**config.mk**
```make
export PLATFORM = sky130hd
export DESIGN_NAME = arith_engine
export DESIGN_NICKNAME = d
export VERILOG_FILES = /design/src/rtl/arith_engine_pkg.sv /design/src/rtl/arith_mul.sv /design/src/rtl/arith_divider.sv /design/src/rtl/arith_readout.sv /design/src/rtl/arith_engine.sv
export SDC_FILE = /design/constraint.sdc
export NUM_CORES = 1
export LEC_CHECK = 0
export BUFFER_PORTS_ARGS = -buffer_cell sky130_fd_sc_hd__buf_4
export CORE_MARGIN = 5
export CORE_UTILIZATION = 40
export CTS_CLUSTER_SIZE = 16
export DETAILED_ROUTE_END_ITERATION = 8
export GPL_TIMING_DRIVEN = 0
export HOLD_SLACK_MARGIN = 0.15
export SLEW_MARGIN = 20
export SYNTH_ARGS = -nofsm -noshare
export SYNTH_HDL_FRONTEND = slang
export SYNTH_HIERARCHICAL = 1
export SYNTH_SLANG_ARGS = --single-unit
```
**constraint.sdc**
```tcl
create_clock -name clk -period 11.45 [get_ports clk]
set_clock_uncertainty 0.15 [all_clocks]
set_input_delay 1.7175 -clock clk [delete_from_list [all_inputs] [get_ports clk]]
set_output_delay 1.7175 -clock clk [all_outputs]
set_load 0.01 [all_outputs]
```
**src/rtl/arith_engine_pkg.sv**
```systemverilog
package arith_engine_pkg;

  typedef enum logic [1:0] {
    MODE_MUL     = 2'd0,
    MODE_DIV     = 2'd1,
    MODE_MAC     = 2'd2,
    MODE_MAC_ALT = 2'd3
  } mode_e;

  localparam int WSEL_W = 3;
  localparam logic [WSEL_W-1:0] WSEL_CTRL = 3'd0;
  localparam logic [WSEL_W-1:0] WSEL_A_LO = 3'd1;
  localparam logic [WSEL_W-1:0] WSEL_A_HI = 3'd2;
  localparam logic [WSEL_W-1:0] WSEL_B_LO = 3'd3;
  localparam logic [WSEL_W-1:0] WSEL_B_HI = 3'd4;

  localparam int CTRL_CLR_BIT = 1;
  localparam int STAT_OVF_BIT = 0;
  localparam int STAT_BUSY_BIT = 7;

endpackage

```
**src/rtl/arith_mul.sv**
```systemverilog
module arith_mul #(
  parameter int W = 16
) (
  input  logic [W-1:0]   a,
  input  logic [W-1:0]   b,
  output logic [2*W-1:0] p
);
  // Two's-complement product of two signed operands.
  assign p = $signed(a) * $signed(b);
endmodule

```
**src/rtl/arith_divider.sv**
```systemverilog
module arith_divider #(
  parameter int W = 16,
  localparam int CNT_W = $clog2(W + 1)
) (
  input  logic         clk,
  input  logic         rst,
  input  logic         start,
  input  logic [W-1:0] dividend,
  input  logic [W-1:0] divisor,
  output logic         busy,
  output logic         last,
  output logic [W-1:0] quo,
  output logic [W-1:0] rem
);
  logic             neg_q;
  logic [W-1:0]     sh_q;
  logic [W-1:0]     rem_q;
  logic [W-1:0]     dvs_q;
  logic [CNT_W-1:0] cnt_q;

  logic [W:0]   trial;
  logic         ge;
  logic [W-1:0] rem_nx;
  logic [W-1:0] sh_nx;

  // One restoring step per cycle on the dividend magnitude.
  always_comb begin
    trial  = {rem_q, sh_q[W-1]};
    ge     = trial >= {1'b0, dvs_q};
    rem_nx = ge ? (trial[W-1:0] - dvs_q) : trial[W-1:0];
    sh_nx  = {sh_q[W-2:0], ge};
  end

  // Final values are taken from the step that ends the division.
  assign last = busy && (cnt_q == CNT_W'(1));
  assign quo  = neg_q ? -sh_nx : sh_nx;
  assign rem  = neg_q ? -rem_nx : rem_nx;

  always_ff @(posedge clk) begin
    if (rst) begin
      neg_q <= 1'b0;
      sh_q  <= '0;
      rem_q <= '0;
      dvs_q <= '0;
      cnt_q <= '0;
      busy  <= 1'b0;
    end else if (start && !busy) begin
      neg_q <= dividend[W-1];
      sh_q  <= dividend[W-1] ? -dividend : dividend;
      rem_q <= '0;
      dvs_q <= divisor;
      cnt_q <= CNT_W'(W);
      busy  <= 1'b1;
    end else if (busy) begin
      sh_q  <= sh_nx;
      rem_q <= rem_nx;
      cnt_q <= cnt_q - CNT_W'(1);
      if (cnt_q == CNT_W'(1)) busy <= 1'b0;
    end
  end
endmodule

```
**src/rtl/arith_readout.sv**
```systemverilog
module arith_readout #(
  parameter int OP_W   = 16,
  parameter int ACC_W  = 40,
  parameter int RSEL_W = 4
) (
  input  logic              clk,
  input  logic              rst,
  input  logic [RSEL_W-1:0] rd_sel,
  input  logic [ACC_W-1:0]  acc,
  input  logic              ovf,
  input  logic              busy,
  input  logic [OP_W-1:0]   op_a,
  input  logic [OP_W-1:0]   op_b,
  input  logic [1:0]        mode,
  output logic [7:0]        rd_byte
);
  localparam int ACC_BYTES = ACC_W / 8;
  localparam int SEL_STAT  = ACC_BYTES;
  localparam int SEL_A_LO  = ACC_BYTES + 1;
  localparam int SEL_A_HI  = ACC_BYTES + 2;
  localparam int SEL_B_LO  = ACC_BYTES + 3;
  localparam int SEL_B_HI  = ACC_BYTES + 4;
  localparam int SEL_MODE  = ACC_BYTES + 5;

  logic [7:0] mux;

  always_comb begin
    mux = '0;
    for (int i = 0; i < ACC_BYTES; i++) begin
      if (rd_sel == RSEL_W'(i)) mux = acc[i*8 +: 8];
    end
    if (rd_sel == RSEL_W'(SEL_STAT)) begin
      mux[0] = ovf;
      mux[7] = busy;
    end
    if (rd_sel == RSEL_W'(SEL_A_LO)) mux = op_a[7:0];
    if (rd_sel == RSEL_W'(SEL_A_HI)) mux = op_a[OP_W-1:8];
    if (rd_sel == RSEL_W'(SEL_B_LO)) mux = op_b[7:0];
    if (rd_sel == RSEL_W'(SEL_B_HI)) mux = op_b[OP_W-1:8];
    if (rd_sel == RSEL_W'(SEL_MODE)) mux = {6'd0, mode};
  end

  always_ff @(posedge clk) begin
    if (rst) rd_byte <= '0;
    else     rd_byte <= mux;
  end
endmodule

```
**src/rtl/arith_engine.sv**
```systemverilog
module arith_engine
  import arith_engine_pkg::*;
#(
  parameter int OP_W   = 16,
  parameter int ACC_W  = 40,
  parameter int RSEL_W = 4
) (
  input  logic              clk,
  input  logic              rst,
  input  logic              wr_en,
  input  logic [WSEL_W-1:0] wr_sel,
  input  logic [7:0]        wr_byte,
  input  logic [RSEL_W-1:0] rd_sel,
  output logic [7:0]        rd_byte,
  output logic              busy
);
  localparam int PROD_W = 2 * OP_W;
  localparam int PAD_W  = ACC_W - PROD_W;

  mode_e            mode_q;
  logic [OP_W-1:0]  op_a_q;
  logic [OP_W-1:0]  op_b_q;
  logic [ACC_W-1:0] acc_q;
  logic             ovf_q;

  logic             wr_ok;
  logic             trig;
  logic [OP_W-1:0]  b_next;
  logic [PROD_W-1:0] prod;
  logic [ACC_W+1:0] mac_sum;
  logic             div_start;
  logic             div_last;
  logic [OP_W-1:0]  div_quo;
  logic [OP_W-1:0]  div_rem;

  assign wr_ok     = wr_en && !busy;
  assign trig      = wr_ok && (wr_sel == WSEL_B_HI);
  assign b_next    = {wr_byte, op_b_q[7:0]};
  assign div_start = trig && (mode_q == MODE_DIV) && (b_next != '0);
  assign mac_sum   = {2'b00, acc_q} + {{(PAD_W + 2){prod[PROD_W-1]}}, prod};

  arith_mul #(.W(OP_W)) u_mul (
    .a (op_a_q),
    .b (b_next),
    .p (prod)
  );

  arith_divider #(.W(OP_W)) u_div (
    .clk      (clk),
    .rst      (rst),
    .start    (div_start),
    .dividend (op_a_q),
    .divisor  (b_next),
    .busy     (busy),
    .last     (div_last),
    .quo      (div_quo),
    .rem      (div_rem)
  );

  always_ff @(posedge clk) begin
    if (rst) begin
      mode_q <= MODE_MUL;
      op_a_q <= '0;
      op_b_q <= '0;
      acc_q  <= '0;
      ovf_q  <= 1'b0;
    end else if (div_last) begin
      acc_q <= {{PAD_W{1'b0}}, div_rem, div_quo};
    end else if (wr_ok) begin
      case (wr_sel)
        WSEL_CTRL: begin
          mode_q <= mode_e'(wr_byte[1:0]);
          if (wr_byte[CTRL_CLR_BIT]) acc_q <= '0;
        end
        WSEL_A_LO: op_a_q[7:0]      <= wr_byte;
        WSEL_A_HI: op_a_q[OP_W-1:8] <= wr_byte;
        WSEL_B_LO: op_b_q[7:0]      <= wr_byte;
        WSEL_B_HI: begin
          op_b_q <= '0;
          case (mode_q)
            MODE_MUL: acc_q <= {{PAD_W{prod[PROD_W-1]}}, prod};
            MODE_DIV: begin
              op_a_q <= '0;
              if (b_next == '0) acc_q <= '0;
            end
            default: begin
              acc_q <= mac_sum[ACC_W-1:0];
              ovf_q <= |mac_sum[ACC_W+1:ACC_W];
            end
          endcase
        end
        default: ;
      endcase
    end
  end

  arith_readout #(.OP_W(OP_W), .ACC_W(ACC_W), .RSEL_W(RSEL_W)) u_rd (
    .clk     (clk),
    .rst     (rst),
    .rd_sel  (rd_sel),
    .acc     (acc_q),
    .ovf     (ovf_q),
    .busy    (busy),
    .op_a    (op_a_q),
    .op_b    (op_b_q),
    .mode    (mode_q),
    .rd_byte (rd_byte)
  );
endmodule

```
==> reports/metrics.cfg <==
[outcome]
outcome=finished, final reports clean

[route]
drt_iter0_drc=1677
vias=18600
wl_mm=69.1
drc=0
drtPass1Iterations=6
ant_nets=0
post_drt_wl_per_cell_um=21.0
viasPerCell=5.65

[placed_design]
io_buffers=25
dp_hpwl_mm=54.6
place.gp.congestion=0.949

[floorplan]
die_h_um=238
fp.dieW_um=238
core_area_um2=51400
num_rows=83
io_pins=27
initial_utilization=0.405
die_area_um2=56700

[power]
max-vdd-ir-drop_mv=0.0893
p_total_mw=1.61
power.leakage_nw=10.2
p_per_area_nw_per_um2=71.3

[synthesis]
async_flop_share=0
yosys_register_bits=130
yosys-top-cells-area=fa_1 (25%), dfxtp_1 (12%), ha_1 (8.7%)
yosysSeqAreaShare=0.125
ys_warn_count=6
synth_top_area_frac=0.254
ys_types=105
syn_inst=2538
synthFlopType=dfxtp_1
synth_edf_count=0
syn_area_per_cell_um2=8.20
synth_area_leader_cell=fa_1
synthesis.area_um2=20800

[cts]
htree_levels=4
ctsHoldBuffers=0
cts_sinks=130
cts_tree=yes
clk_pin_slew_ns=0.06
clock_path_buffers=2
cts_resized=0
clockRootBuffer=clkbuf_16
clkLatencyLatePin_ns=0.45
post_cts_buffers=0
numCtsBuffers=17

[setup_path]
cp_num_buf_inv=8
worstSetupEndpoint=acc_q[37]
critPathArrivalTime_ns=10.44
r2r_setup_slack_ns=1.30
endpoint_kind=register
critPathTopFamily=adder cells
critical_path_class=in2reg
start_kind=input pin
cp-startpoint=wr_byte[0]
cp_max_fo=11
crit_path_top_delay_cell=fa_1
cp.depth=33
cpPeakStageDelay_ns=0.58
required_ns=11.59
crit_path_frequent_cell=fa_1
r2r_start=op_a_q[15]
r2r_end=ovf_q
r2r_cells=29

[global_route]
grt_pass1_wl_mm=107
grt-busiest-layer=met2
use_met1=0.330
use_met2=0.374
grt.total_usage=0.241
grt-ovfl-total=0
antenna_found_initial=4
grt_pass1_vias=18600
gr-usage-met3=0.0481
grt_max_degree=17

[final_layout]
drive_above_1_share=0.0588
syn2layout_area_growth_pct=8.32
multi_input_area_um2=16300
fillers=5176
regArea_um2=2600
final_nets=3016

[timing]
finalHoldViolCount=0
fin_crit_ns=10.30
setup_viol=0
period_share=0.900
slew_headroom=0.161
fin_tns_setup_ns=0
max_freq_ghz=0.0971
worstMarginPinSlew_ns=1.24
drv_slew=0
rsz0062_at_grt=no

[hold_path]
hp-class=reg2reg
min_from=u_div/dvs_q[12]

[flow_run]
drv_cap=0

[synth_stat cells, types with 8 or more instances]
cell / count
inv_1: 351
nand2_1: 296
fa_1: 264
nor2_1: 199
a21oi_1: 157
ha_1: 144
dfxtp_1: 130
and2_1: 125
o21ai_0: 93
clkbuf_1: 91
xnor2_1: 76
xor2_1: 54
mux2i_1: 40
a211oi_1: 37
a21o_1: 36
nor3_1: 30
nor2b_1: 27
nand3_1: 26
buf_2: 20
a221oi_1: 18
a22oi_1: 18
a31oi_1: 17
nand2b_1: 17
nand4_1: 17
or3_1: 17
o21bai_1: 16
o31ai_1: 14
nor4_1: 11
nand3b_1: 9
a311oi_1: 8
[final cells by class]
cell class / count / share of cell area
Antenna cell: 2 / 0.000222
Buffer: 133 / 0.0281
Clock buffer: 18 / 0.0195
Clock inverter: 14 / 0.00938
Inverter: 352 / 0.0586
Multi-Input combinational cell: 1931 / 0.723
Sequential cell: 130 / 0.115
Tap cell: 680 / 0.0377
Timing Repair Buffer: 25 / 0.00832
[flip-flops by register name, summed over array words and instances (netlist names)]
register and count:
u_div/dvs_q 16, u_div/rem_q 16, u_div/neg_q 1, acc_q 40
op_b_q 8, u_div/busy 1, op_a_q 16, ovf_q 1
mode_q 2, u_div/cnt_q 5, u_rd/rd_byte 8, u_div/sh_q 16
[cells by family after synthesis]
kind of cell               synth area share
other                              0.000180
DFF                                   0.125
AOI/OAI and AO/OA                     0.174
xor gates and xnor gates             0.0547
adders and majority gates             0.340
and+or+nand+nor                       0.186
buffers and inverters                0.0939
muxes                                0.0263
[tightest hold or removal path: stages (launching register included)]
cell and delay, ns:
dfxtp_1 0.31, nand2_1 0.05, a21oi_1 0.05
[metrics by stage]
stage | instance area [um2] | std cells | util | worst slack [ns] | hold slack [ns]
floorplan | 20900 | 2546 | - | 2.07 | 0.286
global placement | 21900 | 3251 | 0.426 | 0.481 | 0.296
detailed placement | 21900 | 3251 | 0.426 | 0.775 | 0.301
CTS | 22500 | 3283 | 0.439 | 1.21 | 0.309
global route | 22600 | 3284 | 0.439 | 0.752 | 0.328
finish | 22600 | 3285 | 0.439 | 1.15 | 0.309
[layer usage]
| layer | wire length [um] | share of wire |
|---|---|---|
| met1 | 29700 | 0.43 |
| met2 | 30600 | 0.44 |
| met3 | 5470 | 0.079 |
| met4 | 3320 | 0.048 |
| met5 | 12 | 0.00017 |
[report_power, final]
group	internal, mW	switching, mW	leakage (nW)
Combinational	0.180	0.334	8.83
Clock	0.391	0.226	0.316
Sequential	0.459	0.0187	1.05
[worst min-delay path by stage]
stage,endpoint,cells after the start
finish,u_div/dvs_q[12],2
global route,u_div/dvs_q[2],2
CTS,u_div/dvs_q[9],2
detailed placement,u_div/dvs_q[9],2
global placement,u_div/dvs_q[14],2
floorplan,u_div/dvs_q[10],2
[cells in the final DEF, fill, tap and decap left out, types with 18 or more instances in the layout]
master      n
a22oi_1    18
nor2_1    199
buf_4      31
a211oi_1   37
o21ai_0    93
nor2b_1    27
mux2i_1    40
nand2_1   296
inv_1     351
and2_1    125
a21oi_1   157
dfxtp_1   130
nand3_1    26
ha_1      144
nor3_1     30
a21o_1     36
a221oi_1   18
clkbuf_1   91
xnor2_1    75
fa_1      264
xor2_1     54
buf_2      20
(Power assumes the default switching activity.)
